===== config.mk =====
export PLATFORM = sky130hd
export DESIGN_NAME = xor_fault_harness
export DESIGN_NICKNAME = d
export VERILOG_FILES = /design/src/rtl/xfh_pkg.sv /design/src/rtl/xfh_gate.sv /design/src/rtl/xfh_vecsrc.sv /design/src/rtl/xfh_seq.sv /design/src/rtl/xor_fault_harness.sv
export SDC_FILE = /design/constraint.sdc
export NUM_CORES = 1
export LEC_CHECK = 0
export BUFFER_PORTS_ARGS = -buffer_cell sky130_fd_sc_hd__buf_4
export CAP_MARGIN = 20
export CELL_PAD_IN_SITES_DETAIL_PLACEMENT = 1
export CELL_PAD_IN_SITES_GLOBAL_PLACEMENT = 2
export CORE_ASPECT_RATIO = 1.25
export CORE_MARGIN = 5
export CORE_UTILIZATION = 32
export DETAILED_ROUTE_END_ITERATION = 6
export GPL_ROUTABILITY_DRIVEN = 0
export PLACE_DENSITY = 0.73
export SETUP_SLACK_MARGIN = 0.1
export SKIP_LAST_GASP = 1
export SYNTH_ARGS = -nofsm -noshare
export SYNTH_HDL_FRONTEND = slang
export SYNTH_SLANG_ARGS = --single-unit
export TNS_END_PERCENT = 1

===== constraint.sdc =====
create_clock -name clk -period 2.3 [get_ports clk]
set_input_delay 0.46 -clock clk [delete_from_list [all_inputs] [get_ports clk]]
set_output_delay 0.46 -clock clk [all_outputs]
set_load 0.05 [all_outputs]

===== src/rtl/xfh_pkg.sv =====
package xfh_pkg;
  localparam int SEL_W = 3;

  typedef enum logic [SEL_W-1:0] {
    FLT_NONE = 3'd0,
    FLT_A0   = 3'd1,
    FLT_A1   = 3'd2,
    FLT_B0   = 3'd3,
    FLT_B1   = 3'd4,
    FLT_F0   = 3'd5,
    FLT_F1   = 3'd6,
    FLT_RSV  = 3'd7
  } fault_e;

  typedef enum logic [1:0] {
    ST_IDLE = 2'd0,
    ST_RUN  = 2'd1,
    ST_FIN  = 2'd2
  } seq_st_e;
endpackage


===== src/rtl/xfh_gate.sv =====
module xfh_gate
  import xfh_pkg::*;
(
  input  logic   in_a,
  input  logic   in_b,
  input  fault_e fault,
  output logic   f_good,
  output logic   f_bad
);
  logic a_eff;
  logic b_eff;
  logic f_raw;

  always_comb begin
    a_eff = in_a;
    b_eff = in_b;
    case (fault)
      FLT_A0:  a_eff = 1'b0;
      FLT_A1:  a_eff = 1'b1;
      FLT_B0:  b_eff = 1'b0;
      FLT_B1:  b_eff = 1'b1;
      default: ;
    endcase
  end

  assign f_raw  = a_eff ^ b_eff;
  assign f_good = in_a ^ in_b;

  always_comb begin
    case (fault)
      FLT_F0:  f_bad = 1'b0;
      FLT_F1:  f_bad = 1'b1;
      default: f_bad = f_raw;
    endcase
  end
endmodule


===== src/rtl/xfh_vecsrc.sv =====
module xfh_vecsrc #(
  parameter int NUM_VEC = 3,
  parameter int IDX_W   = 2
) (
  input  logic [IDX_W-1:0] idx,
  output logic             vec_a,
  output logic             vec_b
);
  logic [1:0] table_q [NUM_VEC];

  // Successive vectors differ in one bit: entry i is i xor (i >> 1).
  for (genvar g = 0; g < NUM_VEC; g++) begin : g_entry
    localparam logic [1:0] ENT = 2'(g ^ (g >> 1));
    assign table_q[g] = ENT;
  end

  always_comb begin
    vec_a = 1'b0;
    vec_b = 1'b0;
    for (int k = 0; k < NUM_VEC; k++) begin
      if (idx == IDX_W'(k)) begin
        vec_a = table_q[k][1];
        vec_b = table_q[k][0];
      end
    end
  end
endmodule


===== src/rtl/xfh_seq.sv =====
module xfh_seq
  import xfh_pkg::*;
#(
  parameter int NUM_VEC = 3,
  parameter int IDX_W   = 2
) (
  input  logic               clk,
  input  logic               rst_n,
  input  logic               start,
  input  logic [SEL_W-1:0]   fault_sel,
  input  logic               mismatch,
  output logic [IDX_W-1:0]   idx,
  output fault_e             sel_q,
  output logic [NUM_VEC-1:0] mask,
  output logic               busy,
  output logic               done
);
  localparam logic [IDX_W-1:0] LAST = IDX_W'(NUM_VEC - 1);

  seq_st_e            st_q, st_d;
  logic [IDX_W-1:0]   idx_q, idx_d;
  logic [NUM_VEC-1:0] mask_q, mask_d;
  fault_e             sel_d;
  logic               en;

  always_comb begin
    st_d   = st_q;
    idx_d  = idx_q;
    mask_d = mask_q;
    sel_d  = sel_q;
    case (st_q)
      ST_RUN: begin
        mask_d[idx_q] = mismatch;
        if (idx_q == LAST) st_d = ST_FIN;
        else               idx_d = idx_q + 1'b1;
      end
      default: begin
        if (start) begin
          st_d   = ST_RUN;
          idx_d  = '0;
          mask_d = '0;
          sel_d  = fault_e'(fault_sel);
        end else if (st_q == ST_FIN) begin
          st_d = ST_IDLE;
        end
      end
    endcase
    en = (st_q != ST_IDLE) || start;
  end

  always_ff @(posedge clk or negedge rst_n) begin
    if (!rst_n) begin
      st_q   <= ST_IDLE;
      idx_q  <= '0;
      mask_q <= '0;
      sel_q  <= FLT_NONE;
    end else if (en) begin
      st_q   <= st_d;
      idx_q  <= idx_d;
      mask_q <= mask_d;
      sel_q  <= sel_d;
    end
  end

  assign idx  = idx_q;
  assign mask = mask_q;
  assign busy = (st_q == ST_RUN);
  assign done = (st_q == ST_FIN);
endmodule


===== src/rtl/xor_fault_harness.sv =====
module xor_fault_harness
  import xfh_pkg::*;
#(
  parameter int NUM_VEC = 3
) (
  input  logic               clk,
  input  logic               rst_n,
  input  logic               start,
  input  logic [SEL_W-1:0]   fault_sel,
  output logic               vec_a,
  output logic               vec_b,
  output logic               busy,
  output logic               done,
  output logic [NUM_VEC-1:0] miss_mask,
  output logic               detected
);
  localparam int IDX_W = (NUM_VEC > 1) ? $clog2(NUM_VEC) : 1;

  logic [IDX_W-1:0] idx;
  fault_e           sel_q;
  logic             f_good;
  logic             f_bad;
  logic             mismatch;

  xfh_seq #(.NUM_VEC(NUM_VEC), .IDX_W(IDX_W)) i_seq (
    .clk(clk), .rst_n(rst_n), .start(start), .fault_sel(fault_sel),
    .mismatch(mismatch), .idx(idx), .sel_q(sel_q), .mask(miss_mask),
    .busy(busy), .done(done)
  );

  xfh_vecsrc #(.NUM_VEC(NUM_VEC), .IDX_W(IDX_W)) i_vec (
    .idx(idx), .vec_a(vec_a), .vec_b(vec_b)
  );

  xfh_gate i_gate (
    .in_a(vec_a), .in_b(vec_b), .fault(sel_q),
    .f_good(f_good), .f_bad(f_bad)
  );

  assign mismatch = f_good ^ f_bad;
  assign detected = |miss_mask;
endmodule


==> flow_summary.yaml, run 1 <==
setup_path:
  critPathLaunchType: "flop"
  required_ns: 2.45
  worstPathMaxFanout: 6
  crit_type: "reg2reg"
  cp-end-kind: "flop"
  arrival_ns: 2.18
sta:
  rsz0062_at_grt: "false"
  skew_ns: 0.000254
  setup_viol: 0
  clock.fmax_mhz: 493
  layout_setup_ws_ns: 0.271
  setup_tns_ns: 0
  hold_viol: 0
  slew_headroom_pct: 81.9
  period_minus_slack_ns: 2.03
  holdWs_ns: 0.0109
  slew_violations: 0
  tightest_slew_ns: 0.271
  period_share_pct: 88.2
synthesis:
  yosysSeqAreaShare_pct: 40.2
  synth-seq-cells: 10
  synth-edff-count: 0
  ys.flop_type: "dfrtp_1"
  synthesis.area_um2: 622
  syn_inst: 56
  syn_area_per_cell_um2: 11.1
  yosysWarnings: 0
  synth_fp_nets: 66
  yosysUniqueCellTypes: 28
  synthArstFlopShare_pct: 100
status:
  outcome: "completed"
clocking:
  clk_pin_slew_ns: 0.06
  clockBufferDepth: 2
  cts_tree: "built"
  cts_buffers: 3
  cts.sinks: 10
  clockRootBuffer: "clkbuf_4"
  cts.htree.levels: 1
  clkLatencyLatePin_ns: 0.26
placed_design:
  pre_cts_ws_ns: 0.205
  portBuffers: 13
  hpwl_um: 1020
  placed_area_um2: 743
global_route:
  gr-usage-met1_pct: 11.2
  grt.met2_usage_pct: 16.6
  grt_max_degree: 12
  grt-busiest-layer: "met2"
  track_usage_pct: 10.2
  grt_pass1_vias: 526
  grt-ovfl-total: 0
  antenna_found_initial: 0
  grt_use_met3_pct: 3.53
  grt_pass1_wl_um: 2260
cells_and_area:
  finalNetCount: 85
  fillCellCount: 206
  drive_gt1_share_pct: 39.7
  final_area_um2: 791
  multi_input_comb_area_um2: 353
  diodes: 0
  ff_latch_area_um2: 250
  syn2layout_area_growth_pct: 27.2
floorplan:
  ios: 14
  die_h_um: 59.3
  die-width_um: 49.4
  core_um2: 1810
  die-area_um2: 2930
  rows: 17
  initial_core_util_pct: 34.4
hold_path:
  hold_class: "in2async"
detailed_routing:
  finalWirelength_um: 1320
  vias: 482
  drtIter0Drc: 1
  firstDrtPassIters: 2
  vias_per_cell: 5.24
  ant_nets: 0
  routedWlPerCell_um: 14.3
  route.detailed.drc: 0
job:
  drv_cap: 0
[layer usage]
layer	share of wire, %	vias to the layer above
li1	-	234
met2	50	8
met5	0	-
met1	44	236
met3	3.4	4
met4	2.1	0
[sequential cells by signal (all words and copies together), names as in the netlist]
register and count:
i_seq.mask 3, i_seq.sel_q 3, i_seq.idx 2, i_seq.st_q 2
[cell usage in the layout (no fill, tap or decap), types with 2 or more instances in the layout]
| cell | netlist | routed |
|---|---|---|
| clkbuf_4 | 0 | 3 |
| ha_1 | 4 | 2 |
| a22o_1 | 3 | 3 |
| mux2i_1 | 4 | 4 |
| o2bb2ai_1 | 2 | 2 |
| mux2_4 | 3 | 3 |
| nand2b_1 | 2 | 2 |
| dfrtp_1 | 10 | 10 |
| inv_1 | 5 | 5 |
| nor2b_1 | 3 | 3 |
| nor2_1 | 2 | 2 |
| buf_4 | 0 | 15 |
[critical path: stages, from the launching register on]
cell	delay [ns]
dfrtp_1	0.40
inv_1	0.11
ha_4	0.30
nor2b_1	0.14
o32ai_1	0.10
a211o_1	0.32
ha_1	0.30
o21ai_0	0.08
a22o_1	0.18
[metrics by stage]
stage	util, %	std cells
final	43.7	92
after CTS	42.4	90
after floorplan	-	56
after global placement	41.1	87
after global routing	43.7	92
after detailed placement	41.1	87
[Yosys cell counts (2+ instances only)]
cell type,n,share of area [%]
a22o_1,3,4.2
dfrtp_1,10,40
ha_1,4,8.0
inv_1,5,3.0
mux2_4,3,7.2
mux2i_1,4,6.4
nand2b_1,2,2.0
nor2_1,2,1.2
nor2b_1,3,3.0
o2bb2ai_1,2,2.8
[what timing repair did]
action,4_1_cts,5_1_grt
endpoints found under the setup margin,0,2
hold buffers,0,0
resized for setup,0,1
endpoints found under the hold margin,0,0
buffers inserted,0,2
[cell type report]
class / instances / area share [%]
clock buffers: 3 / 2.85
inverters: 7 / 3.64
multi-input cells: 38 / 44.6
flip-flops and latches: 10 / 31.6
well taps: 19 / 3.01
repair buffers: 15 / 14.2
[worst paths after layout]
kind                                 from             end  slack (ns)  cells after the start
min reg2reg                i_seq.sel_q[2]  i_seq.sel_q[2]        0.52                      1
max in group asynchronous           rst_n  i_seq.sel_q[1]        2.15                      1
min                                 rst_n   i_seq.mask[2]        0.01                      1
max reg2reg                  i_seq.idx[0]   i_seq.mask[2]        0.27                      8
max                          i_seq.idx[0]   i_seq.mask[2]        0.27                      8
min in group clk             fault_sel[0]  i_seq.sel_q[0]        0.42                      2
[kinds of logic after synthesis]
kind of cell | Yosys count | synth area share (%)
buffers and inverters | 8 | 5.43
adder cells (fa/ha/maj) | 4 | 8.05
AND/OR/NAND/NOR | 14 | 16.1
flip-flops | 10 | 40.2
AO/OA/AOI/OAI | 13 | 16.5
multiplexers | 7 | 13.7
Power of run 1 is not shown: default switching activity piles up to over one toggle a cycle in this logic, so the estimate is an artifact.
==> run 2, diff against run 1 <==
- CORE_UTILIZATION: 32 -> 34
- PLACE_DENSITY: 0.73 -> 0.77
- clock period: 2.3 -> 2.6 ns (I/O delays scaled with it)
==> run 2 against run 1 <==
  * Sequential share of layout area rose by 1.2 points
  * Critical path depth unchanged
  * Die area is 4.8% lower
  * Wire length grew 0.68%
  * Utilization is 0.65 points lower
  * Critical endpoint unchanged
  * Highest routed layer unchanged
==> flow_summary.yaml, run 2 (same netlist as run 1, synthesis figures left out) <==
sta:
  setup_tns_ns: 0
  rsz0062_at_grt: "false"
  setup_viol: 0
  skew_ns: 0.00676
  tightest_slew_ns: 0.443
  slew_headroom_pct: 70.4
  hold_viol: 0
  period_share_pct: 81.2
  clock.fmax_mhz: 474
  period_minus_slack_ns: 2.11
  slew_violations: 0
  holdWs_ns: 0.0769
clocking:
  clockRootBuffer: "clkbuf_4"
  clk_pin_slew_ns: 0.07
  clockBufferDepth: 2
  cts_buffers: 3
  clkLatencyLatePin_ns: 0.26
  cts.sinks: 10
  cts.htree.levels: 1
  holdBufCountCts: 0
  cts_tree: "built"
  postCtsSetupBuffers: 0
  cts.repair.resized: 0
placed_design:
  portBuffers: 13
  dpl.cell_count: 87
  placed_area_um2: 738
  hpwl_um: 1050
floorplan:
  die-width_um: 48.3
  die_h_um: 57.8
  die-area_um2: 2790
  core_um2: 1770
  initial_core_util_pct: 35.2
  ios: 14
  rows: 17
cells_and_area:
  drive_gt1_share_pct: 35.2
  finalNetCount: 83
  final-instance-count-excl-fill: 90
  final_common_cell: "buf_4"
  final_area_um2: 761
  mostFrequentLayoutCells: "13 x buf_4, 10 x dfrtp_1, 5 x inv_1"
  syn2layout_area_growth_pct: 22.3
  diodes: 0
  fillCellCount: 215
global_route:
  grt-ovfl-total: 0
  grt_max_degree: 12
  grt_pass1_vias: 500
  track_usage_pct: 10.6
  antenna_found_initial: 0
  grt_pass1_wl_um: 2130
setup_path:
  worstPathMaxFanout: 6
  required_ns: 2.74
  reg2reg_to: "i_seq.mask[2]"
  ff2ff_setup_slack_ns: 0.49
  cp-end-kind: "flop"
  worstRegToRegCells: 8
  arrival_ns: 2.25
  crit_type: "reg2reg"
  rr_startpoint: "i_seq.idx[0]"
  critPathLaunchType: "flop"
detailed_routing:
  drtIter0Drc: 1
  route.detailed.drc: 0
  routedWlPerCell_um: 14.7
  vias_per_cell: 5.19
  finalWirelength_um: 1330
  firstDrtPassIters: 2
  ant_nets: 0
  vias: 467
hold_path:
  hold_class: "in2async"
status:
  outcome: "completed"
job:
  drv_cap: 0
-- run 2: cell types whose count changed in the layout (fill, tap and decap cells not counted) --
cell,previous run,this run
ha_4,1,0
buf_4,15,13
ha_2,1,0
ha_1,2,4
-- run 2: layout make-up --
class	count	area (µm²)	share of cell area (%)
Clock buffer	3	22.5	2.96
Inverter	7	28.8	3.78
Multi-Input combinational cell	38	338	44.4
Sequential cell	10	250	32.9
Tap cell	19	23.8	3.12
Timing Repair Buffer	13	97.6	12.8
-- run 2: routing by layer --
| layer | global-route usage, % | up-vias | part of all wire [%] |
|---|---|---|---|
| met5 | 0 | - | 0 |
| met4 | 5.77 | 0 | 0.83 |
| met3 | 2.80 | 2 | 2.2 |
| met2 | 16.4 | 6 | 52 |
| met1 | 12.9 | 234 | 44 |
| li1 | - | 225 | - |
-- run 2: per-stage QoR --
stage                     setup WS [ns]  util [%]
after floorplan                   0.363         -
after global placement            0.518      41.8
after detailed placement          0.477      41.8
after CTS                         0.463      43.1
after global routing              0.332      43.1
final                             0.489      43.1
-- run 2: critical path, cell delays in order, from the launching register on --
cell	delay, ns
dfrtp_1	0.40
inv_1	0.08
ha_1	0.39
nor2b_1	0.16
o32ai_1	0.10
a211o_1	0.31
ha_1	0.29
o21ai_0	0.07
a22o_1	0.18
-- run 2: worst max-delay path by stage --
stage | from | endpoint | slack [ns] | cells past startpoint
finish | i_seq.idx[0] | i_seq.mask[2] | 0.49 | 8
detailed placement | i_seq.idx[0] | i_seq.mask[2] | 0.48 | 8
CTS | i_seq.idx[0] | i_seq.mask[2] | 0.46 | 8
global route | i_seq.idx[0] | i_seq.mask[2] | 0.33 | 8
global placement | i_seq.idx[0] | i_seq.mask[0] | 0.52 | 7
floorplan | i_seq.idx[0] | i_seq.mask[2] | 0.36 | 8
Power of run 2 is left out for the same reason.
